===== src/rtl/udq_pkg.sv =====
package udq_pkg;
  // Entries an instruction reserves: at least one, never more than the queue.
  function automatic int unsigned norm_entries(int unsigned uops, int unsigned depth);
    if (uops == 0) return 1;
    if (uops > depth) return depth;
    return uops;
  endfunction
endpackage


===== src/rtl/udq_accept.sv =====
module udq_accept #(
  parameter int LANES = 2,
  parameter int DEPTH = 8,
  parameter int UOP_W = 4,
  parameter int CNT_W = 4,
  parameter int IPC_W = 2
) (
  input  logic [CNT_W-1:0]             free_i,
  input  logic [IPC_W-1:0]             lim_i,
  input  logic [LANES-1:0]             valid_i,
  input  logic [LANES-1:0][UOP_W-1:0]  uops_i,
  output logic [LANES-1:0]             acc_o,
  output logic [LANES-1:0][CNT_W-1:0]  norm_o
);
  import udq_pkg::*;

  for (genvar g = 0; g < LANES; g++) begin : g_norm
    assign norm_o[g] = CNT_W'(norm_entries(int'(uops_i[g]), DEPTH));
  end

  // In-order chain: a refused lane blocks all lanes above it.
  always_comb begin
    int unsigned cum;
    logic        chain;
    cum   = 0;
    chain = 1'b1;
    for (int k = 0; k < LANES; k++) begin
      acc_o[k] = chain && valid_i[k]
                 && ((lim_i == '0) || (k < int'(lim_i)))
                 && ((cum + int'(norm_o[k])) <= int'(free_i));
      if (acc_o[k]) cum = cum + int'(norm_o[k]);
      chain = acc_o[k];
    end
  end
endmodule


===== src/rtl/udq_ring.sv =====
module udq_ring #(
  parameter int LANES = 2,
  parameter int DEPTH = 8,
  parameter int TAG_W = 8,
  parameter int CNT_W = 4,
  localparam int PTR_W = $clog2(DEPTH)
) (
  input  logic                         clk_i,
  input  logic                         rst_ni,
  input  logic [LANES-1:0]             wr_en_i,
  input  logic [LANES-1:0][TAG_W-1:0]  wr_tag_i,
  input  logic [LANES-1:0][CNT_W-1:0]  wr_cnt_i,
  input  logic                         pop_i,
  output logic                         empty_o,
  output logic [TAG_W-1:0]             head_tag_o,
  output logic [CNT_W-1:0]             head_cnt_o
);
  logic [TAG_W-1:0] tag_q [DEPTH];
  logic [CNT_W-1:0] cnt_q [DEPTH];
  logic [PTR_W-1:0] head_q, tail_q;
  logic [CNT_W-1:0] occ_q;
  logic [LANES-1:0][PTR_W-1:0] slot;
  logic [CNT_W-1:0] n_push;

  // Enabled lanes pack densely after the tail.
  always_comb begin
    int unsigned c;
    c = 0;
    for (int k = 0; k < LANES; k++) begin
      slot[k] = tail_q + PTR_W'(c);
      if (wr_en_i[k]) c = c + 1;
    end
    n_push = CNT_W'(c);
  end

  always_ff @(posedge clk_i) begin
    for (int k = 0; k < LANES; k++) begin
      if (wr_en_i[k]) begin
        tag_q[slot[k]] <= wr_tag_i[k];
        cnt_q[slot[k]] <= wr_cnt_i[k];
      end
    end
  end

  always_ff @(posedge clk_i or negedge rst_ni) begin
    if (!rst_ni) begin
      head_q <= '0;
      tail_q <= '0;
      occ_q  <= '0;
    end else begin
      tail_q <= tail_q + PTR_W'(n_push);
      if (pop_i) head_q <= head_q + PTR_W'(1);
      occ_q  <= occ_q + n_push - CNT_W'(pop_i);
    end
  end

  assign empty_o    = (occ_q == '0);
  assign head_tag_o = tag_q[head_q];
  assign head_cnt_o = cnt_q[head_q];
endmodule


===== src/rtl/udq_free_ctr.sv =====
module udq_free_ctr #(
  parameter int LANES = 2,
  parameter int DEPTH = 8,
  parameter int CNT_W = 4
) (
  input  logic                         clk_i,
  input  logic                         rst_ni,
  input  logic [LANES-1:0]             alloc_i,
  input  logic [LANES-1:0][CNT_W-1:0]  norm_i,
  input  logic                         rel_i,
  input  logic [CNT_W-1:0]             rel_cnt_i,
  output logic [CNT_W-1:0]             free_o
);
  logic [CNT_W-1:0] free_q, free_n;

  always_comb begin
    int f;
    f = int'(free_q);
    if (rel_i) f = f + int'(rel_cnt_i);
    for (int k = 0; k < LANES; k++)
      if (alloc_i[k]) f = f - int'(norm_i[k]);
    free_n = CNT_W'(f);
  end

  always_ff @(posedge clk_i or negedge rst_ni) begin
    if (!rst_ni) free_q <= CNT_W'(DEPTH);
    else         free_q <= free_n;
  end

  assign free_o = free_q;
endmodule


===== src/rtl/uop_dispatch_queue.sv =====
module uop_dispatch_queue #(
  parameter int LANES = 2,
  parameter int DEPTH = 8,
  parameter int TAG_W = 8,
  parameter int UOP_W = 4,
  localparam int CNT_W = $clog2(DEPTH + 1),
  localparam int IPC_W = $clog2(LANES + 1)
) (
  input  logic                         clk_i,
  input  logic                         rst_ni,
  input  logic                         zero_lat_i,
  input  logic [IPC_W-1:0]             ipc_limit_i,
  input  logic [LANES-1:0]             in_valid_i,
  input  logic [LANES-1:0][TAG_W-1:0]  in_tag_i,
  input  logic [LANES-1:0][UOP_W-1:0]  in_uops_i,
  output logic [LANES-1:0]             in_ready_o,
  output logic                         out_valid_o,
  input  logic                         out_ready_i,
  output logic [TAG_W-1:0]             out_tag_o,
  output logic [CNT_W-1:0]             out_uops_o,
  output logic                         busy_o
);
  logic [LANES-1:0]            acc, wr_en;
  logic [LANES-1:0][CNT_W-1:0] norm;
  logic [CNT_W-1:0]            free_q, head_cnt;
  logic [TAG_W-1:0]            head_tag;
  logic                        ring_empty, bypass, byp_take, pop;

  udq_accept #(.LANES(LANES), .DEPTH(DEPTH), .UOP_W(UOP_W), .CNT_W(CNT_W), .IPC_W(IPC_W))
  u_accept (
    .free_i (free_q), .lim_i (ipc_limit_i), .valid_i (in_valid_i),
    .uops_i (in_uops_i), .acc_o (acc), .norm_o (norm)
  );

  // Same-cycle pass-through only from an empty queue, lane 0.
  assign bypass   = zero_lat_i && ring_empty && acc[0];
  assign byp_take = bypass && out_ready_i;
  assign pop      = out_ready_i && !ring_empty;

  for (genvar g = 0; g < LANES; g++) begin : g_wen
    if (g == 0) begin : g_l0
      assign wr_en[g] = acc[g] && !byp_take;
    end else begin : g_ln
      assign wr_en[g] = acc[g];
    end
  end

  udq_ring #(.LANES(LANES), .DEPTH(DEPTH), .TAG_W(TAG_W), .CNT_W(CNT_W)) u_ring (
    .clk_i, .rst_ni, .wr_en_i (wr_en), .wr_tag_i (in_tag_i), .wr_cnt_i (norm),
    .pop_i (pop), .empty_o (ring_empty), .head_tag_o (head_tag), .head_cnt_o (head_cnt)
  );

  udq_free_ctr #(.LANES(LANES), .DEPTH(DEPTH), .CNT_W(CNT_W)) u_free (
    .clk_i, .rst_ni, .alloc_i (wr_en), .norm_i (norm),
    .rel_i (pop), .rel_cnt_i (head_cnt), .free_o (free_q)
  );

  assign in_ready_o  = acc;
  assign out_valid_o = ring_empty ? bypass : 1'b1;
  assign out_tag_o   = ring_empty ? in_tag_i[0] : head_tag;
  assign out_uops_o  = ring_empty ? norm[0] : head_cnt;
  assign busy_o      = (free_q != CNT_W'(DEPTH));
endmodule


===== config.mk =====
export PLATFORM = sky130hd
export DESIGN_NAME = uop_dispatch_queue
export DESIGN_NICKNAME = d
export VERILOG_FILES = /design/src/rtl/udq_pkg.sv /design/src/rtl/udq_accept.sv /design/src/rtl/udq_ring.sv /design/src/rtl/udq_free_ctr.sv /design/src/rtl/uop_dispatch_queue.sv
export SDC_FILE = /design/constraint.sdc
export NUM_CORES = 1
export LEC_CHECK = 0
export CAP_MARGIN = 20
export CORE_MARGIN = 4
export CORE_UTILIZATION = 40
export CTS_BUF_LIST = sky130_fd_sc_hd__clkbuf_4 sky130_fd_sc_hd__clkbuf_8
export DETAILED_ROUTE_END_ITERATION = 10
export GPL_ROUTABILITY_DRIVEN = 0
export GPL_TIMING_DRIVEN = 0
export PLACE_DENSITY_LB_ADDON = 0.3
export SYNTH_ARGS = -nofsm -noshare
export SYNTH_HDL_FRONTEND = slang
export SYNTH_HIERARCHICAL = 1
export SYNTH_SLANG_ARGS = --single-unit

===== constraint.sdc =====
create_clock -name clk_i -period 7.4 [get_ports clk_i]
set_clock_uncertainty 0.1 [all_clocks]
set_input_delay 1.48 -clock clk_i [delete_from_list [all_inputs] [get_ports clk_i]]
set_output_delay 1.48 -clock clk_i [all_outputs]
set_load 0.01 [all_outputs]

## Word-level counts from Yosys, hierarchy flattened

Memories as Yosys holds them, arrays and structs flattened.
Index checks and enable logic that the tools add are counted.
Widths: inputs -> output; s select.

- Register bits: 14
- RAM bits: 96
- Bits of input ports: 32
- Output and inout port bits: 16
- Logic and storage cells: 68
- Memories kept: 2

- Add/subtract/negate cells: 10
- Order comparisons: 6
- Eq/ne operators: 1
- Muxes and demuxes: 27
- Reduce and logical (&&, ||, !) cells: 18

Memory list:

| memory | words | width | rd ports | clocked after Yosys merged registers in | write ports | line | RTL |
|---|---|---|---|---|---|---|---|
| u_ring.tag_q | 8 | 8 | 1 | 0 | 2 | udq_ring.sv:18 | `logic [TAG_W-1:0] tag_q [DEPTH];` |
| u_ring.cnt_q | 8 | 4 | 1 | 0 | 2 | udq_ring.sv:19 | `logic [CNT_W-1:0] cnt_q [DEPTH];` |

Operator list:

| kind | count |
|---|---|
| $mux 4 | 12 |
| $le 32x4->1 | 1 |
| $mux 1 | 14 |
| $logic_not 4->1 | 3 |
| $logic_and 1x1->1 | 10 |
| $add 4x4->4 | 2 |
| $gt 4x4->1 const B | 2 |
| $mux 8 | 1 |
| $sub 4x4->4 | 2 |
| $add 4x4->5 | 1 |
| $le 4x4->1 | 1 |
| $lt 1x2->1 const A | 2 |
| $ne 4x4->1 const B | 1 |
| $sub 4x1->4 | 1 |
| $add 3x1->3 | 1 |
| $add 3x1->3 const B | 1 |
| $add 3x3->3 | 1 |
| $add 1x1->2 const B | 1 |
| $logic_not 1->1 | 2 |
| $logic_not 2->1 | 1 |
| $logic_or 1x1->1 | 2 |

## Logic depth before layout (Yosys ltp)

Gate-level depths: netlist of run 1.

- Depth in word-level cells: 16
- Mapped depth: 23
- Gate-level depth less buffers: 23

## Cells and area by module

The synthesis of run 1 kept the hierarchy.

Modules (own cells, without submodules):

| module | instances | cells an instance | area each (µm²) | seq. area each (µm²) |
|---|---|---|---|---|
| udq_ring | 1 | 316 | 5457.7 | 3133.0 |
| udq_free_ctr | 1 | 55 | 541.8 | 101.3 |
| udq_accept | 1 | 60 | 440.4 | 0.0 |
| uop_dispatch_queue | 1 | 20 | 229.0 | 0.0 |

## Worst setup path before layout of run 1

Ideal clock, no wire load.

- Path kind: input -> register
- From: input port in_uops_i[1] (netlist name)
- To: register u_ring.occ_q[3]
- Library setup time: 0.079 ns
- Data arrival time: 6.188 ns
- Required time: 7.221 ns
- Setup slack: 1.033 ns
- Cell stages on the path: 22
- Path buffers: 0
- Cells stage by stage: nor2b_1 > ha_1 > nor2b_4 > o2111ai_2 > nand3_2 > nor2_1 > ha_1 > inv_1 > fa_1 > inv_1 > ha_1 > a21oi_1 > o21ai_0 > a211oi_2 > ha_1 > inv_1 > ha_1 > inv_1 > ha_1 > a21o_1 > a21oi_1 > xor2_1

- Elaborated cells between the ends (all ways): 26
- Those cells by class: 4 x add/sub; 3 x order compare; 10 x mux; 9 x reduce/logical

RTL lines:

| element | line | RTL |
|---|---|---|
| start: declaration | uop_dispatch_queue.sv:15 | `input logic [LANES-1:0][UOP_W-1:0] in_uops_i,` |
| $gt 4x4->1 / $logic_not 4->1 (equally long branches) | udq_pkg.sv:5, udq_pkg.sv:4 |  |
| $mux 1 (on tied branches) | udq_pkg.sv:5, udq_pkg.sv:4 |  |
| $mux 1 / $mux 4 (equally long branches) | udq_pkg.sv:5 | `if (uops > depth) return depth;` |
| $mux 4 | udq_pkg.sv:6 | `return uops;` |
| $mux 4 * | udq_pkg.sv:5 |  |
| $le 4x4->1 | udq_accept.sv:30 | `&& ((cum + int'(norm_o[k])) <= int'(free_i));` |
| $logic_and 1x1->1 | udq_accept.sv:30 |  |
| $mux 4 | udq_accept.sv:31 | `if (acc_o[k]) cum = cum + int'(norm_o[k]);` |
| $add 4x4->5 | udq_accept.sv:30 |  |
| $le 32x4->1 | udq_accept.sv:30 |  |
| $logic_and 1x1->1 * | udq_accept.sv:30 |  |
| via in_ready_o[1] | uop_dispatch_queue.sv:16 | `output logic [LANES-1:0] in_ready_o,` |
| $mux 4 * | udq_ring.sv:31 | `if (wr_en_i[k]) c = c + 1;` |
| $add 4x4->4 * | udq_ring.sv:53 | `occ_q <= occ_q + n_push - CNT_W'(pop_i);` |
| $sub 4x1->4 * | udq_ring.sv:53 |  |
| end signal: assignment | udq_ring.sv:53 |  |
| end: declaration | udq_ring.sv:21 | `logic [CNT_W-1:0] occ_q;` |

The timed path passes the listed nets; every way through them passes the cells marked *. The select of a mux whose other input is x is not followed.
A chain may end at the register's enable or synchronous reset.

==> metrics, run 1 <==
WL final 15,560 um; full die area 18,800 um^2; 1st-iter DRT viols 309; worst vdd ir 0.0001292 V; slew of the pin with the lowest slew margin 1.050 ns; CTS tree yes; Setup WS post-layout 0.2172 ns; Final setup viols 0; final core occ 47.98%; initial antenna violation count 0; Post-synth EDFFs 96; met3 Usage GRT 2.757%; I/O pin cnt 48; Most used DFF post-synth edfxtp_1; clk sinks 110; Min-Delay Path Class flip-flop to flip-flop; Worst-Skew Late Latency 0.37 ns; CP startpoint kind input port; CP Data Arrival Time 5.60 ns; minimum clock period 7.183 ns; ys async rst share 12.73%; compound-cell area share of the yosys netlist 3.096%; Avg WL per Cell 21.15 um; H-tree Lvls 3; largest family of logic cells by synthesized area multiplexers; Root Driver clkbuf_8; antenna cells 0; Mapped Cells 451; Netlist Area Pre-Place 6669 um^2; non-filler instance count after layout 736; via count 3,974; simple-gate area share of the yosys netlist 4.371%; max cap viols 0; synth unique cells 49; GR peak layer met2; RSZ-0062 raised after global routing no; slew margin rel. 29.66%; WS Path Type input port to output port; row count 46; mux cell area share after synthesis 30.21%; Initial Utilization 41.38%; core area 16,120 um^2; Syn Area/Cell 14.79 um^2; CP max FO 12; GRT Util Overall 17.21%; dpl cells 717; Post-Synth Adder-Cell Area 7.992%; antenna-violating nets left 0; fmax 0.1392 GHz; post-route clock period utilization 97.06%; via-per-instance ratio 5.399; global-route wire length before repair 23,950 um; vias in the first global route 4,128; status finished, final reports clean; Required @ worst endpoint 5.82 ns; hold buffers post-CTS 0; Nets 586; Num CTS Buffers 9; total negative slack 0 ns; met1 Use GR 23.73%; Lkg Pwr 2.831 nW; dpl hpwl 10,630 um; CP Capture Type output port; Synth-to-Final Area Change 15.95%; post-synthesis sequential area ratio 48.50%; Yosys reg bits 110; max-slew violations 0; syn nets 522; Synth Area in XOR/XNOR 2.402%; Final Hold Fails 0; met2 usage 28.31%; clk buf depth 2; pwr dens 357.8 nW/um^2; layout cell share with drive strength beyond 1 38.08%; GR Overflow Total 0; commonest cells after routing, fill and taps aside mux2_2 (109), edfxtp_1 (96), clkdlybuf4s50_1 (47); most common cell after layout, fill and taps aside mux2_2; Place WS -0.9447 ns; Pre-Repair DR Iteration Count 4; Die X 137.1 um; Power, Total 2.767 mW; YS warnings 6; Die Y 137.1 um; Residual DRC 0; port bufs 47; clock slew at reported path FFs 0.10 ns; pin count of the biggest net entering global routing 20
[cell type report]
cell class | instances | area [um^2]
tap | 216 | 270.3
timing repair buffer | 53 | 526.8
multi-input combinational | 291 | 3267
inverter | 30 | 112.6
clock inverter | 7 | 77.57
sequential | 110 | 3234
clock buffer | 9 | 123.9
buffer | 20 | 120.1
fill | 1396 | 8383
[path summary, 6_finish.rpt]
check                            startpoint                 end  slack (ns)  depth (start not counted)
min in group asynchronous            rst_ni     u_ring/occ_q[2]        1.42                          1
setup / recovery               in_uops_i[3]       in_ready_o[1]        0.22                         16
setup reg to reg           u_free/free_o[1]  u_ring/cnt_q[1][2]        2.04                         19
max in group asynchronous            rst_ni    u_ring/head_q[2]        5.34                          1
hold / removal              u_ring/occ_q[0]     u_ring/occ_q[0]        0.43                          1
hold reg to reg             u_ring/occ_q[0]     u_ring/occ_q[0]        0.43                          1
[timing repair]
| action | 4_1_cts | 5_1_grt |
|---|---|---|
| pin swaps | 1 | 0 |
| buffers inserted | 1 | 2 |
| gates resized for setup | 4 | 5 |
| setup endpoints to repair | 131 | 1 |
[power by group]
part           switching [mW]  internal (mW)  total [mW]  leakage, nW
clock network           0.217          0.162       0.378        0.106
logic                   0.732          0.771        1.50         1.69
registers              0.0563          0.829       0.885         1.04
[critical path, cell delays in order]
cell	delay [ns]
clkdlybuf4s50_1	0.62
clkbuf_4	0.28
ha_1	0.29
a21oi_1	0.15
a41o_2	0.13
nand3_2	0.16
nor2_1	0.16
ha_1	0.19
inv_1	0.06
fa_1	0.49
inv_1	0.05
ha_1	0.28
a21oi_1	0.13
o21ai_0	0.17
a211oi_4	0.35
clkdlybuf4s50_1	0.60
[routing by layer]
| metal | up-vias | part of all wire (%) |
|---|---|---|
| li1 | 1840 | - |
| met5 | - | 0 |
| met2 | 110 | 49 |
| met4 | 0 | 1.6 |
| met3 | 15 | 6.2 |
| met1 | 2009 | 43 |
[cell usage after synthesis, types with 4 or more instances]
cell / instances / share of area [%]
buf_2: 11 / 0.83
dfrtp_1: 13 / 4.9
mux2i_1: 4 / 0.60
inv_1: 30 / 1.7
ha_1: 33 / 6.2
mux2_4: 7 / 1.6
clkbuf_1: 4 / 0.23
xor2_1: 4 / 0.53
mux2_1: 9 / 1.5
nand2b_1: 7 / 0.66
edfxtp_1: 96 / 43
mux4_2: 24 / 8.1
xnor2_1: 8 / 1.1
nor2b_1: 5 / 0.47
o21ai_0: 4 / 0.30
fa_1: 6 / 1.8
mux2_2: 109 / 18
nor2_1: 13 / 0.73
nand2_1: 15 / 0.84
a21oi_1: 10 / 0.75
[cell families after synthesis]
family,Yosys count
buffers and inverters,50
muxes,153
adders and majority gates,39
DFF,110
and+or+nand+nor,53
AOI/OAI and AO/OA,31
xor gates and xnor gates,15
[metrics by stage]
step	cell area, um^2	hold WS, ns
floorplan	6669	0.3795
global placement	7410	0.4045
detailed placement	7482	0.4149
CTS	7709	0.4396
global route	7732	0.4543
finish	7732	0.4346
[registers in the layout, indices dropped and copies added (netlist names)]
name / flops
u_ring/tag_q: 64
u_ring/tail_q: 3
u_ring/occ_q: 4
u_free/free_o: 4
u_ring/cnt_q: 32
u_ring/head_q: 3
Power figures use the tool's default switching activity.
==> inputs of run 2 (changes only) <==
Settings changed: CORE_UTILIZATION 40 to 39.
==> run 2 against run 1 <==
  * Design area rose by 0.63%
  * Critical path depth up 1
  * Setup slack lost 0.0036 ns
  * Via count barely moved
  * Fmax barely moved
  * Count of clock-buffer cells in the layout is the same
  * Routed wire length increased by 1.3%
  * Sequential share of layout area shrank 0.26 points
  * First-iteration DRC count decreased by 25%
  * Total power up 2.0%
  * Core utilization is 1.2 points lower
  * Sequential power barely moved
  * Highest routed layer unchanged
  * Largest power group unchanged
==> metrics, run 2 (synthesized netlist as in run 1, its figures left out) <==
Die X 138.8 um (was 137.1 um); final core occ 46.76% (was 47.98%); Root Driver clkbuf_8 (unchanged); clock slew at reported path FFs 0.11 ns (was 0.10 ns); post-route clock period utilization 97.11% (was 97.06%); CP Capture Type output port (unchanged); pin count of the biggest net entering global routing 20 (unchanged); minimum clock period 7.186 ns (was 7.183 ns); row count 47 (was 46); Residual DRC 0 (unchanged); status finished, final reports clean (unchanged); Min-Delay Path Class flip-flop to flip-flop (unchanged); CP startpoint kind input port (unchanged); CP Data Arrival Time 5.61 ns (was 5.60 ns); GRT Util Overall 16.43% (was 17.21%); I/O pin cnt 48 (unchanged); CP cell instances clkdlybuf4s50_1 > inv_1 > o21ai_0 > ha_1 > nor2b_4 > o2111ai_2 > nand3_2 > nor2_1 > ha_1 > inv_1 > fa_1 > inv_1 > ha_1 > a21oi_1 > o21ai_0 > a211oi_4 > clkdlybuf4s50_1 (was clkdlybuf4s50_1 > clkbuf_4 > ha_1 > a21oi_1 > a41o_2 > nand3_2 > nor2_1 > ha_1 > inv_1 > fa_1 > inv_1 > ha_1 > a21oi_1 > o21ai_0 > a211oi_4 > clkdlybuf4s50_1); Synth-to-Final Area Change 16.68% (was 15.95%); clk sinks 110 (unchanged); Worst-Skew Late Latency 0.38 ns (was 0.37 ns); hold buffers post-CTS 0 (unchanged); Setup WS post-layout 0.2137 ns (was 0.2172 ns); Final setup viols 0 (unchanged); H-tree Lvls 3 (unchanged); most common cell after layout, fill and taps aside mux2_2 (unchanged); Required @ worst endpoint 5.82 ns (about the same); WS Path Type input port to output port (unchanged); Lkg Pwr 2.847 nW (was 2.831 nW); Final Hold Fails 0 (unchanged); clk buf depth 2 (unchanged); Initial Utilization 40.07% (was 41.38%); vias in the first global route 4,210 (was 4,128); Die Y 138.8 um (was 137.1 um); fmax 0.1392 GHz (about the same); GR Overflow Total 0 (unchanged); max cap viols 0 (unchanged); WL final 15,770 um (was 15,560 um); port bufs 47 (unchanged); Place WS -0.9002 ns (was -0.9447 ns); core area 16,640 um^2 (was 16,120 um^2); Pre-Repair DR Iteration Count 4 (unchanged); CP max-delay cell clkdlybuf4s50_1 (unchanged); dpl hpwl 10,700 um (was 10,630 um); slew margin rel. 31.93% (was 29.66%); commonest cells after routing, fill and taps aside mux2_2 (109), edfxtp_1 (96), clkdlybuf4s50_1 (47) (unchanged); slew of the pin with the lowest slew margin 1.016 ns (was 1.050 ns); Avg WL per Cell 21.29 um (was 21.15 um); Fill cells 1,428 (was 1,396); pwr dens 362.8 nW/um^2 (was 357.8 nW/um^2); Nets 587 (was 586); antenna cells 0 (unchanged); Worst path max stage delay 0.63 ns (was 0.62 ns); global-route wire length before repair 24,380 um (was 23,950 um); via-per-instance ratio 5.362 (was 5.399); CTS tree yes (unchanged); 1st-iter DRT viols 233 (was 309); antenna-violating nets left 0 (unchanged); max reg flops 64 (unchanged); Num CTS Buffers 9 (unchanged); worst vdd ir 0.0001247 V (was 0.0001292 V); initial antenna violation count 0 (unchanged); max-slew violations 0 (unchanged); CP max FO 5 (was 12); full die area 19,260 um^2 (was 18,800 um^2); layout cell share with drive strength beyond 1 38.00% (was 38.08%); via count 3,973 (was 3,974)
-- run 2: cell count changes in the layout (fill, tap and decap cells not counted), sizes merged --
cell and change:
buf +1, inv -1, bufinv +1
-- run 2: area by class of cell --
class | count | area, um^2 | share of cell area, %
multi-input cells | 291 | 3267 | 41.98
clock buffers | 9 | 123.9 | 1.592
inverters | 30 | 112.6 | 1.447
well taps | 220 | 275.3 | 3.538
flip-flops and latches | 110 | 3234 | 41.57
clock inverters | 7 | 106.4 | 1.367
plain buffers | 20 | 120.1 | 1.544
repair buffers | 54 | 541.8 | 6.963
-- run 2: metrics by stage --
stage | power, mW | TNS, ns | instance area (um^2) | hold slack [ns] | instances
5_1_grt | 3.013 | -0.07792 | 7781 | 0.4781 | 741
6_report | 2.823 | 0 | 7781 | 0.4609 | 741
3_3_place_gp | 2.334 | -80.73 | 7415 | 0.4000 | 718
3_5_place_dp | 2.418 | -64.53 | 7502 | 0.4465 | 722
2_1_floorplan | 1.934 | 0 | 6669 | 0.3795 | 451
4_1_cts | 2.843 | 0 | 7757 | 0.4721 | 739
-- run 2: worst max-delay path: cells and delay by family --
family,cells,cell delay (ns)
AO/OA/AOI/OAI,5,1.03
adder cells (fa/ha/maj),4,1.23
buffers and inverters,5,1.43
AND/OR/NAND/NOR,3,0.41
-- run 2: final timing paths --
kind	slack (ns)	start	depth (start not counted)	end
max	0.21	in_uops_i[3]	17	in_ready_o[1]
max reg2reg	1.99	u_ring/head_q[2]	17	u_free/free_o[3]
min reg2reg	0.46	u_ring/occ_q[0]	1	u_ring/occ_q[0]
max in group asynchronous	5.37	rst_ni	1	u_free/free_o[1]
min	0.46	u_ring/occ_q[0]	1	u_ring/occ_q[0]
min in group asynchronous	1.40	rst_ni	1	u_ring/tail_q[0]
-- run 2: power by group --
group | leakage, nW | total (mW) | internal (mW) | switching, mW
Sequential | 1.04 | 0.887 | 0.829 | 0.0584
Clock | 0.115 | 0.418 | 0.196 | 0.221
Combinational | 1.70 | 1.52 | 0.777 | 0.742
Total | 2.85 | 2.82 | 1.80 | 1.02
-- run 2: metal layers --
layer	global-route usage, %	routed length, um	vias to the layer above
li1	-	-	1851
met1	21.93	6987	2035
met2	27.87	7903	66
met3	1.724	546	21
met4	6.025	336	0
met5	0	0	-
-- run 2: what timing repair did --
action | in CTS | in global routing
endpoints found under the setup margin | 95 | 1
setup buffers | 1 | 2
pin swaps | 1 | 0
gates resized for setup | 4 | 5
